**src/rtl/pad_attr_pkg.sv**
```systemverilog
package pad_attr_pkg;
  localparam int unsigned ATTR_W = 6;
  typedef enum logic [1:0] {SEL_MUX, SEL_DED, SEL_LOCK, SEL_NONE} sel_e;
endpackage

```
**src/rtl/pad_attr_decode.sv**
```systemverilog
module pad_attr_decode #(
  parameter int unsigned N_MUX = 4,
  parameter int unsigned N_DED = 16,
  parameter int unsigned AW    = 8,
  localparam int unsigned IW   = (N_MUX + N_DED > 1) ? $clog2(N_MUX + N_DED) : 1
) (
  input  logic [AW-1:0]         addr_i,
  output pad_attr_pkg::sel_e    sel_o,
  output logic [IW-1:0]         idx_o
);
  import pad_attr_pkg::*;
  localparam int unsigned LOCK_A = N_MUX + N_DED;

  always_comb begin
    sel_o = SEL_NONE;
    idx_o = '0;
    if (32'(addr_i) < N_MUX) begin
      sel_o = SEL_MUX;
      idx_o = IW'(addr_i);
    end else if (32'(addr_i) < LOCK_A) begin
      sel_o = SEL_DED;
      idx_o = IW'(32'(addr_i) - N_MUX);
    end else if (32'(addr_i) == LOCK_A) begin
      sel_o = SEL_LOCK;
    end
  end
endmodule

```
**src/rtl/pad_attr_bank.sv**
```systemverilog
module pad_attr_bank #(
  parameter int unsigned N  = 4,
  parameter int unsigned IW = 5,
  localparam int unsigned AT = pad_attr_pkg::ATTR_W
) (
  input  logic            clk_i,
  input  logic            rst_ni,
  input  logic            we_i,
  input  logic [IW-1:0]   idx_i,
  input  logic [AT-1:0]   wdata_i,
  output logic [AT-1:0]   rdata_o,
  output logic [N*AT-1:0] attr_o
);
  logic [AT-1:0] word_q [N];

  for (genvar g = 0; g < N; g++) begin : g_word
    always_ff @(posedge clk_i or negedge rst_ni) begin
      if (!rst_ni)                         word_q[g] <= '0;
      else if (we_i && 32'(idx_i) == g)    word_q[g] <= wdata_i;
    end
    assign attr_o[g*AT +: AT] = word_q[g];
  end

  always_comb begin
    rdata_o = '0;
    for (int i = 0; i < N; i++) if (32'(idx_i) == i) rdata_o = word_q[i];
  end

  // without a strobe the bank holds its contents
  assert_hold_R6: assert property (@(posedge clk_i) disable iff (!rst_ni)
    !we_i |=> $stable(attr_o));
endmodule

```
**src/rtl/pad_attr_regs.sv**
```systemverilog
module pad_attr_regs #(
  parameter int unsigned N_MUX = 4,
  parameter int unsigned N_DED = 16,
  parameter int unsigned AW    = 8,
  parameter int unsigned DW    = 32,
  localparam int unsigned AT   = pad_attr_pkg::ATTR_W,
  localparam int unsigned IW   = (N_MUX + N_DED > 1) ? $clog2(N_MUX + N_DED) : 1
) (
  input  logic                clk_i,
  input  logic                rst_ni,
  input  logic                we_i,
  input  logic [AW-1:0]       addr_i,
  input  logic [DW-1:0]       wdata_i,
  output logic [DW-1:0]       rdata_o,
  output logic [N_MUX*AT-1:0] mux_attr_o,
  output logic [N_DED*AT-1:0] ded_attr_o
);
  import pad_attr_pkg::*;

  sel_e          sel;
  logic [IW-1:0] idx;
  logic          lock_q;
  logic [AT-1:0] mux_rd, ded_rd;

  pad_attr_decode #(.N_MUX(N_MUX), .N_DED(N_DED), .AW(AW)) u_dec (
    .addr_i(addr_i), .sel_o(sel), .idx_o(idx));

  // writes to either bank are gated by the lock
  logic wr_ok;
  assign wr_ok = we_i && !lock_q;

  pad_attr_bank #(.N(N_MUX), .IW(IW)) u_mux (
    .clk_i, .rst_ni, .we_i(wr_ok && sel == SEL_MUX), .idx_i(idx),
    .wdata_i(wdata_i[AT-1:0]), .rdata_o(mux_rd), .attr_o(mux_attr_o));

  pad_attr_bank #(.N(N_DED), .IW(IW)) u_ded (
    .clk_i, .rst_ni, .we_i(wr_ok && sel == SEL_DED), .idx_i(idx),
    .wdata_i(wdata_i[AT-1:0]), .rdata_o(ded_rd), .attr_o(ded_attr_o));

  // sticky write-one-to-set lock
  always_ff @(posedge clk_i or negedge rst_ni) begin
    if (!rst_ni)                                   lock_q <= 1'b0;
    else if (we_i && sel == SEL_LOCK && wdata_i[0]) lock_q <= 1'b1;
  end

  always_comb begin
    rdata_o = '0;
    unique case (sel)
      SEL_MUX:  rdata_o[AT-1:0] = mux_rd;
      SEL_DED:  rdata_o[AT-1:0] = ded_rd;
      SEL_LOCK: rdata_o[0]      = lock_q;
      default:  rdata_o         = '0;
    endcase
  end

  assert_lock_sticky_R7: assert property (@(posedge clk_i) disable iff (!rst_ni)
    lock_q |=> lock_q);
  assert_locked_frozen_R6: assert property (@(posedge clk_i) disable iff (!rst_ni)
    lock_q |=> $stable(mux_attr_o) && $stable(ded_attr_o));
  assert_zero_noset_R5: assert property (@(posedge clk_i) disable iff (!rst_ni)
    (!lock_q && !(we_i && wdata_i[0])) |=> !lock_q);
  assert_unmapped_zero_R8: assert property (@(posedge clk_i) disable iff (!rst_ni)
    (32'(addr_i) > N_MUX + N_DED) |-> rdata_o == '0);
  assert_rd_width_R4: assert property (@(posedge clk_i) disable iff (!rst_ni)
    rdata_o[DW-1:AT] == '0);
endmodule

```
**config.mk**
```make
export PLATFORM = sky130hd
export DESIGN_NAME = pad_attr_regs
export DESIGN_NICKNAME = d
export VERILOG_FILES = /design/src/rtl/pad_attr_pkg.sv /design/src/rtl/pad_attr_decode.sv /design/src/rtl/pad_attr_bank.sv /design/src/rtl/pad_attr_regs.sv
export SDC_FILE = /design/constraint.sdc
export NUM_CORES = 1
export LEC_CHECK = 0
export BUFFER_PORTS_ARGS = -buffer_cell sky130_fd_sc_hd__buf_2
export CORE_MARGIN = 8
export CORE_UTILIZATION = 50
export CTS_BUF_LIST = sky130_fd_sc_hd__clkbuf_8 sky130_fd_sc_hd__clkbuf_16
export DETAILED_ROUTE_END_ITERATION = 16
export HOLD_SLACK_MARGIN = 0.12
export PLACE_DENSITY = 0.79
export SLEW_MARGIN = 20
export SYNTH_ARGS = -nofsm -noshare
export SYNTH_HDL_FRONTEND = slang
export SYNTH_SLANG_ARGS = --single-unit
export TNS_END_PERCENT = 50
```
**constraint.sdc**
```tcl
create_clock -name clk_i -period 5.4 [get_ports clk_i]
set_input_delay 0.54 -clock clk_i [delete_from_list [all_inputs] [get_ports clk_i]]
set_output_delay 0.54 -clock clk_i [all_outputs]
set_load 0.05 [all_outputs]
```
==> impl_results.rst, run 1 <==
.. list-table::
   :header-rows: 1

   * - Metric
     - Value
   * - Maximum net fanout on the critical path
     - 10
   * - TritonCTS clock tree
     - yes
   * - NumNets Final
     - 685
   * - IO Port Bufs
     - 142
   * - Area enclosed by the die boundary
     - 16000 um2
   * - Crit path max-delay family
     - simple AND/OR/NAND/NOR gates
   * - Setup TNS
     - 0 ps
   * - Post-route setup slack
     - 798 ps
   * - Mean cell area of the mapped netlist
     - 12.2 um2
   * - Estimated wirelength of the detail-placed design
     - 14100 um
   * - Highest ir drop seen on vdd
     - 0.000275 V
   * - Synthesized instance count
     - 500
   * - EDFF count, synth
     - 0
   * - Max-cap violations
     - 0
   * - Final hold violation count
     - 0
   * - Worst-path cell with the longest stage delay
     - sky130_fd_sc_hd__nor3_1
   * - WS Path Type
     - primary input to output pin
   * - Flops & latches, synth
     - 121
   * - Kind of end point of the critical path
     - output pin
   * - Worst setup slack after placement
     - 880 ps
   * - Final antenna diode count
     - 0
   * - Detailed-route DRC error count
     - 0
   * - Type of the most critical hold path
     - primary input to asynchronous set/reset pin
   * - Top cell type's share of synthesized area
     - 49.5%
   * - FFs w/ async S/R, synth
     - 100%
   * - Final worst clock skew
     - 11.1 ps
   * - Outcome
     - finished clean
   * - Number of antenna violations at the first check in global routing
     - 0
   * - Number of distinct library cells after synthesis
     - 59
   * - Inserted Clock Buffers
     - 17
   * - Final hold slack
     - 144 ps
   * - Finished Layout Cells
     - 798
   * - Root buffer cell
     - sky130_fd_sc_hd__clkbuf_16
   * - Setup-violating endpoint count in the final report
     - 0
   * - Main flop type after synthesis
     - sky130_fd_sc_hd__dfrtp_1
   * - Post-layout minimum cycle time
     - 4600 ps
   * - Final estimated routing congestion in global placement
     - 0.897
   * - Residual antenna-violating net count after detailed routing
     - 0
   * - Final-layout fill cell count
     - 920
   * - Overflow after GRT
     - 0
   * - Clock transition at the registers of the reported paths
     - 50 ps
   * - Leading cell types in the layout, fill and taps excluded
     - sky130_fd_sc_hd__buf_2 (141), sky130_fd_sc_hd__mux2_2 (121), sky130_fd_sc_hd__dfrtp_1 (121)
   * - Max-slew headroom at the worst pin
     - 38.1%
   * - Total area of multi-input combinational cells
     - 2840 um2
   * - Y dimension of the die
     - 127 um
   * - Horizontal die dimension
     - 127 um
   * - Reg2Reg Launch Point
     - lock_q
   * - Fmax
     - 217 MHz
   * - Htree depth
     - 4
   * - Portion of the post-synthesis area used by sequential elements
     - 49.5%
   * - # rows
     - 40
   * - Crit path required time
     - 4860 ps
   * - Biggest area contributors in the synthesized netlist
     - sky130_fd_sc_hd__dfrtp_1 (50%), sky130_fd_sc_hd__mux2_2 (22%), sky130_fd_sc_hd__buf_4 (3.4%)
   * - Leak pwr
     - 3.89 nW
   * - RSZ-0062 raised after global routing
     - no
   * - Library cell occupying the most area in the post-synthesis netlist
     - sky130_fd_sc_hd__dfrtp_1
   * - Most common cell after layout, fill and taps aside
     - sky130_fd_sc_hd__buf_2
   * - Pin count of the biggest net entering global routing
     - 70
   * - Transition time of the tightest slew-check pin
     - 922 ps
   * - Area inside the core boundary
     - 12000 um2
   * - Sequential Area
     - 3030 um2
   * - Post-synthesis instance area
     - 6120 um2
   * - Number of synthesis warnings
     - 0
   * - CTS Hold Bufs
     - 0
   * - Wire per inst
     - 23.9 um
   * - First-pass GRT wire length
     - 29600 um
   * - Max-slew violation count
     - 0
   * - Power per unit of standard cell area
     - 320 nW/um2
   * - Count of buffers added by post-CTS timing repair for setup
     - 0
   * - Inst Count DP
     - 768
   * - Top-level port count
     - 195
   * - Largest stage delay on the critical path
     - 820 ps
   * - Element type at the critical path start
     - primary input
   * - Average via count per standard cell
     - 6.18
   * - Clock Sink Count
     - 121
   * - Area overhead of the layout relative to synthesis
     - 21.4%
   * - Overall track demand over capacity in global routing
     - 23.8%
   * - CP Data Arrival Time
     - 4060 ps
   * - Final period util
     - 85.2%
   * - Fraction of final layout cells sized beyond drive strength 1
     - 49.0%
   * - Clock Path Buffers
     - 2
   * - Worst Path Buf+Inv
     - 3
   * - Final routed wirelength across all metal layers
     - 19100 um
   * - First-pass iteration count of the detailed router
     - 6
   * - Cell breakdown of the critical path
     - buf_2, inv_1, ha_1, nand2b_1, mux2i_4, nand2_2, nor3_1, a221oi_1, a211oi_1, nor3_1, o31ai_1, buf_2
   * - Beginning of the critical path
     - addr_i[2]
   * - Tot Pwr
     - 0.00238 W
   * - Number of global-route vias before repair
     - 5122
   * - Clock Latency Late Sink
     - 420 ps
   * - Vias
     - 4928
   * - Initial core utilization
     - 51.1%
   * - # resized after CTS
     - 0
   * - First DRT Iteration DRCs
     - 499
==> metal layers <==
layer  vias to the layer above  global-route usage, %  wire [um]  share of wire, %
li1                       2120                      -          -                 -
met1                      2523                   29.8       8070                42
met4                         0                   8.28        369               1.9
met3                        32                   8.17       1760               9.2
met5                         -                      0          0                 0
met2                       253                   37.5       8890                47
==> worst register-to-register path, delay by kind of cell (launching register included) <==
family | cells | cell delay [ps]
AND/OR/NAND/NOR | 2 | 1050
flip-flops | 1 | 420
multiplexers | 1 | 420
==> cells in the mapped netlist (4+ instances only) <==
cell and instances:
sky130_fd_sc_hd__a21oi_1 16, sky130_fd_sc_hd__a221oi_1 6, sky130_fd_sc_hd__a222oi_1 14, sky130_fd_sc_hd__a22o_1 9, sky130_fd_sc_hd__a22oi_1 6, sky130_fd_sc_hd__buf_2 6, sky130_fd_sc_hd__buf_4 28, sky130_fd_sc_hd__clkbuf_1 19
sky130_fd_sc_hd__dfrtp_1 121, sky130_fd_sc_hd__inv_1 7, sky130_fd_sc_hd__mux2_2 121, sky130_fd_sc_hd__nand2_1 20, sky130_fd_sc_hd__nand2b_1 4, sky130_fd_sc_hd__nand3_1 10, sky130_fd_sc_hd__nor2_1 13, sky130_fd_sc_hd__nor2_2 5
sky130_fd_sc_hd__nor2b_1 7, sky130_fd_sc_hd__nor3_1 12, sky130_fd_sc_hd__o21ai_0 4, sky130_fd_sc_hd__o22ai_1 10, sky130_fd_sc_hd__o31ai_1 4, sky130_fd_sc_hd__or3_1 5
==> final cells by class <==
| cell class | instances | share of cell area [%] |
|---|---|---|
| sequential | 121 | 40.8 |
| multi-input combinational | 344 | 38.3 |
| timing repair buffer | 149 | 10.3 |
| clock buffer | 18 | 5.92 |
| tap | 147 | 2.48 |
| clock inverter | 12 | 1.84 |
| inverter | 7 | 0.354 |
==> final timing paths <==
kind | endpoint | slack, ps | cells after the start
hold / removal | u_ded.attr_o[76] | 140 | 1
hold reg to reg | u_ded.attr_o[26] | 530 | 1
setup / recovery | rdata_o[5] | 800 | 12
setup reg to reg | u_ded.attr_o[77] | 3400 | 3
max in group asynchronous | u_ded.attr_o[54] | 3910 | 2
min in group clk_i | u_ded.attr_o[26] | 530 | 1
==> through the flow <==
stage / instance area, um2 / utilization (%)
after floorplan: 6210 / -
after global placement: 6850 / 57.2
after detailed placement: 6850 / 57.2
after CTS: 7420 / 62.1
after global routing: 7420 / 62.1
final: 7420 / 62.1
==> report_power, final <==
part	switching (W)	total, W	internal (W)
clock network	0.000391	0.00111	0.000722
registers	0.0000233	0.000955	0.000932
logic	0.000237	0.000308	0.0000718
total	0.000651	0.00238	0.00173
==> kinds of logic after synthesis <==
family          share of synthesized area [%]
mux                                      22.6
flops                                    49.5
simple gates                             9.51
compound gates                           12.2
buf+inv                                  5.52
fa+ha+maj                               0.409
other cells                            0.0613
xor+xnor                                0.143
==> registers in the layout, summed over array words and instances (netlist names) <==
name / cells
lock_q: 1
u_ded.attr_o: 96
u_mux.attr_o: 24
Note: power is estimated with default switching activity, not from simulation.
==> run 2: changes to the inputs <==
- clock period: 5.4 -> 5.91 ns (I/O delays scaled with it)
==> run 2 against run 1 <==
Effect of this change:
- clock power is 8% lower
- sequential share of layout area is essentially flat
- power decreased by 8.5%
- largest power group unchanged
- highest routed layer unchanged
==> impl_results.rst, run 2 (synthesized netlist as in run 1, its figures left out) <==
.. list-table::
   :header-rows: 1

   * - Metric
     - Value
   * - CP Data Arrival Time
     - 4380 ps (was 4060 ps)
   * - Crit path required time
     - 5320 ps (was 4860 ps)
   * - Highest ir drop seen on vdd
     - 0.000184 V (was 0.000275 V)
   * - RSZ-0062 raised after global routing
     - no (unchanged)
   * - Y dimension of the die
     - 127 um (unchanged)
   * - Clock transition at the registers of the reported paths
     - 60 ps (was 50 ps)
   * - Average via count per standard cell
     - 6.27 (was 6.18)
   * - Most common cell after layout, fill and taps aside
     - sky130_fd_sc_hd__buf_2 (unchanged)
   * - # resized after CTS
     - 0 (unchanged)
   * - Final hold violation count
     - 0 (unchanged)
   * - Maximum net fanout on the critical path
     - 14 (was 10)
   * - First-pass GRT wire length
     - 30200 um (was 29600 um)
   * - Overall track demand over capacity in global routing
     - 24.3% (was 23.8%)
   * - Area inside the core boundary
     - 12000 um2 (unchanged)
   * - Overflow after GRT
     - 0 (unchanged)
   * - Horizontal die dimension
     - 127 um (unchanged)
   * - Kind of end point of the critical path
     - output pin (unchanged)
   * - WS Path Type
     - primary input to output pin (unchanged)
   * - Final antenna diode count
     - 0 (unchanged)
   * - Number of antenna violations at the first check in global routing
     - 0 (unchanged)
   * - Post-layout minimum cycle time
     - 4970 ps
   * - Leading cell types in the layout, fill and taps excluded
     - sky130_fd_sc_hd__buf_2 (141), sky130_fd_sc_hd__mux2_2 (121), sky130_fd_sc_hd__dfrtp_1 (121) (unchanged)
   * - Estimated wirelength of the detail-placed design
     - 14200 um (was 14100 um)
   * - Clock Sink Count
     - 121 (unchanged)
   * - Element type at the critical path start
     - primary input (unchanged)
   * - Top-level port count
     - 195 (unchanged)
   * - Max-slew headroom at the worst pin
     - 24.7% (was 38.1%)
   * - Fraction of final layout cells sized beyond drive strength 1
     - 48.8% (was 49.0%)
   * - Initial core utilization
     - 51.1% (unchanged)
   * - Final routed wirelength across all metal layers
     - 19500 um (was 19100 um)
   * - Max-cap violations
     - 0 (unchanged)
   * - Flip-flop count of the largest register, all copies and words added
     - 96 (unchanged)
   * - Number of global-route vias before repair
     - 5208 (was 5122)
   * - Type of the most critical hold path
     - primary input to asynchronous set/reset pin (unchanged)
   * - Root buffer cell
     - sky130_fd_sc_hd__clkbuf_16 (unchanged)
   * - Count of buffers added by post-CTS timing repair for setup
     - 0 (unchanged)
   * - Final estimated routing congestion in global placement
     - 0.925 (was 0.897)
   * - Fmax
     - 201 MHz
   * - Area enclosed by the die boundary
     - 16000 um2 (unchanged)
   * - Final period util
     - 84.1%
   * - Final worst clock skew
     - 5.10 ps (was 11.1 ps)
   * - Final core utilization
     - 62.0% (was 62.1%)
   * - Transition time of the tightest slew-check pin
     - 1120 ps (was 922 ps)
   * - Setup TNS
     - 0 ps (unchanged)
   * - First DRT Iteration DRCs
     - 599 (was 499)
   * - Outcome
     - finished clean (unchanged)
   * - Vias
     - 5002 (was 4928)
   * - Inserted Clock Buffers
     - 17 (unchanged)
   * - # rows
     - 40 (unchanged)
   * - Max-slew violation count
     - 0 (unchanged)
   * - Htree depth
     - 4 (unchanged)
   * - Power per unit of standard cell area
     - 293 nW/um2 (was 320 nW/um2)
   * - Clock Path Buffers
     - 2 (unchanged)
   * - Residual antenna-violating net count after detailed routing
     - 0 (unchanged)
   * - Area overhead of the layout relative to synthesis
     - 21.3% (was 21.4%)
   * - IO Port Bufs
     - 142 (unchanged)
   * - First-pass iteration count of the detailed router
     - 5 (was 6)
   * - CTS Hold Bufs
     - 0 (unchanged)
   * - Leak pwr
     - 3.89 nW (about the same)
   * - NumNets Final
     - 683 (was 685)
   * - Detailed-route DRC error count
     - 0 (unchanged)
   * - Setup-violating endpoint count in the final report
     - 0 (unchanged)
   * - Pin count of the biggest net entering global routing
     - 74 (was 70)
   * - Wire per inst
     - 24.4 um (was 23.9 um)
   * - TritonCTS clock tree
     - yes (unchanged)
   * - Clock Latency Late Sink
     - 410 ps (was 420 ps)
-- run 2: where the power goes --
part           switching, W  internal (W)
clock network      0.000364      0.000656
registers         0.0000206      0.000852
logic              0.000218     0.0000648
-- run 2: area by class of cell --
type	count	area [um2]
fillers	929	4540
flip-flops and latches	121	3030
multi-input cells	344	2840
repair buffers	147	751
clock buffers	21	480
well taps	147	184
clock inverters	11	105
inverters	7	26.3
-- run 2: worst paths after layout --
kind / from / end / slack, ps / cells after the start
worst min-delay path: rst_ni / u_ded.attr_o[72] / 190 / 1
worst max register to register: lock_q / u_ded.attr_o[75] / 3910 / 3
worst max-delay path: addr_i[2] / rdata_o[1] / 940 / 12
min in group clk_i: u_mux.attr_o[19] / u_mux.attr_o[19] / 530 / 1
worst min register to register: u_mux.attr_o[19] / u_mux.attr_o[19] / 530 / 1
max in group asynchronous: rst_ni / u_ded.attr_o[59] / 4360 / 2
-- run 2: routing by layer --
layer / vias to the layer above / routed length (um) / GRT usage [%]
li1: 2120 / - / -
met1: 2572 / 7970 / 30.5
met2: 279 / 9110 / 38.1
met3: 31 / 2050 / 8.76
met4: 0 / 358 / 8.21
met5: - / 0 / 0
-- run 2: worst max-delay path, stage by stage --
cell	delay (ps)
sky130_fd_sc_hd__buf_2	110
sky130_fd_sc_hd__inv_1	180
sky130_fd_sc_hd__ha_1	330
sky130_fd_sc_hd__nor2b_1	110
sky130_fd_sc_hd__o31ai_2	930
sky130_fd_sc_hd__nand2b_1	310
sky130_fd_sc_hd__nor3_1	640
sky130_fd_sc_hd__a222oi_1	260
sky130_fd_sc_hd__nand3_1	140
sky130_fd_sc_hd__nor3_1	70
sky130_fd_sc_hd__o31ai_1	370
sky130_fd_sc_hd__buf_2	340
-- run 2: through the flow --
stage	power, W	cell area [um2]	cells	worst slack, ps	hold slack (ps)
finish	0.00217	7420	798	938	194
global route	0.00224	7420	798	670	236
detailed placement	0.00117	6830	766	1120	517
floorplan	0.00110	6210	525	1290	295
global placement	0.00116	6830	766	1170	511
CTS	0.00217	7420	798	1090	219
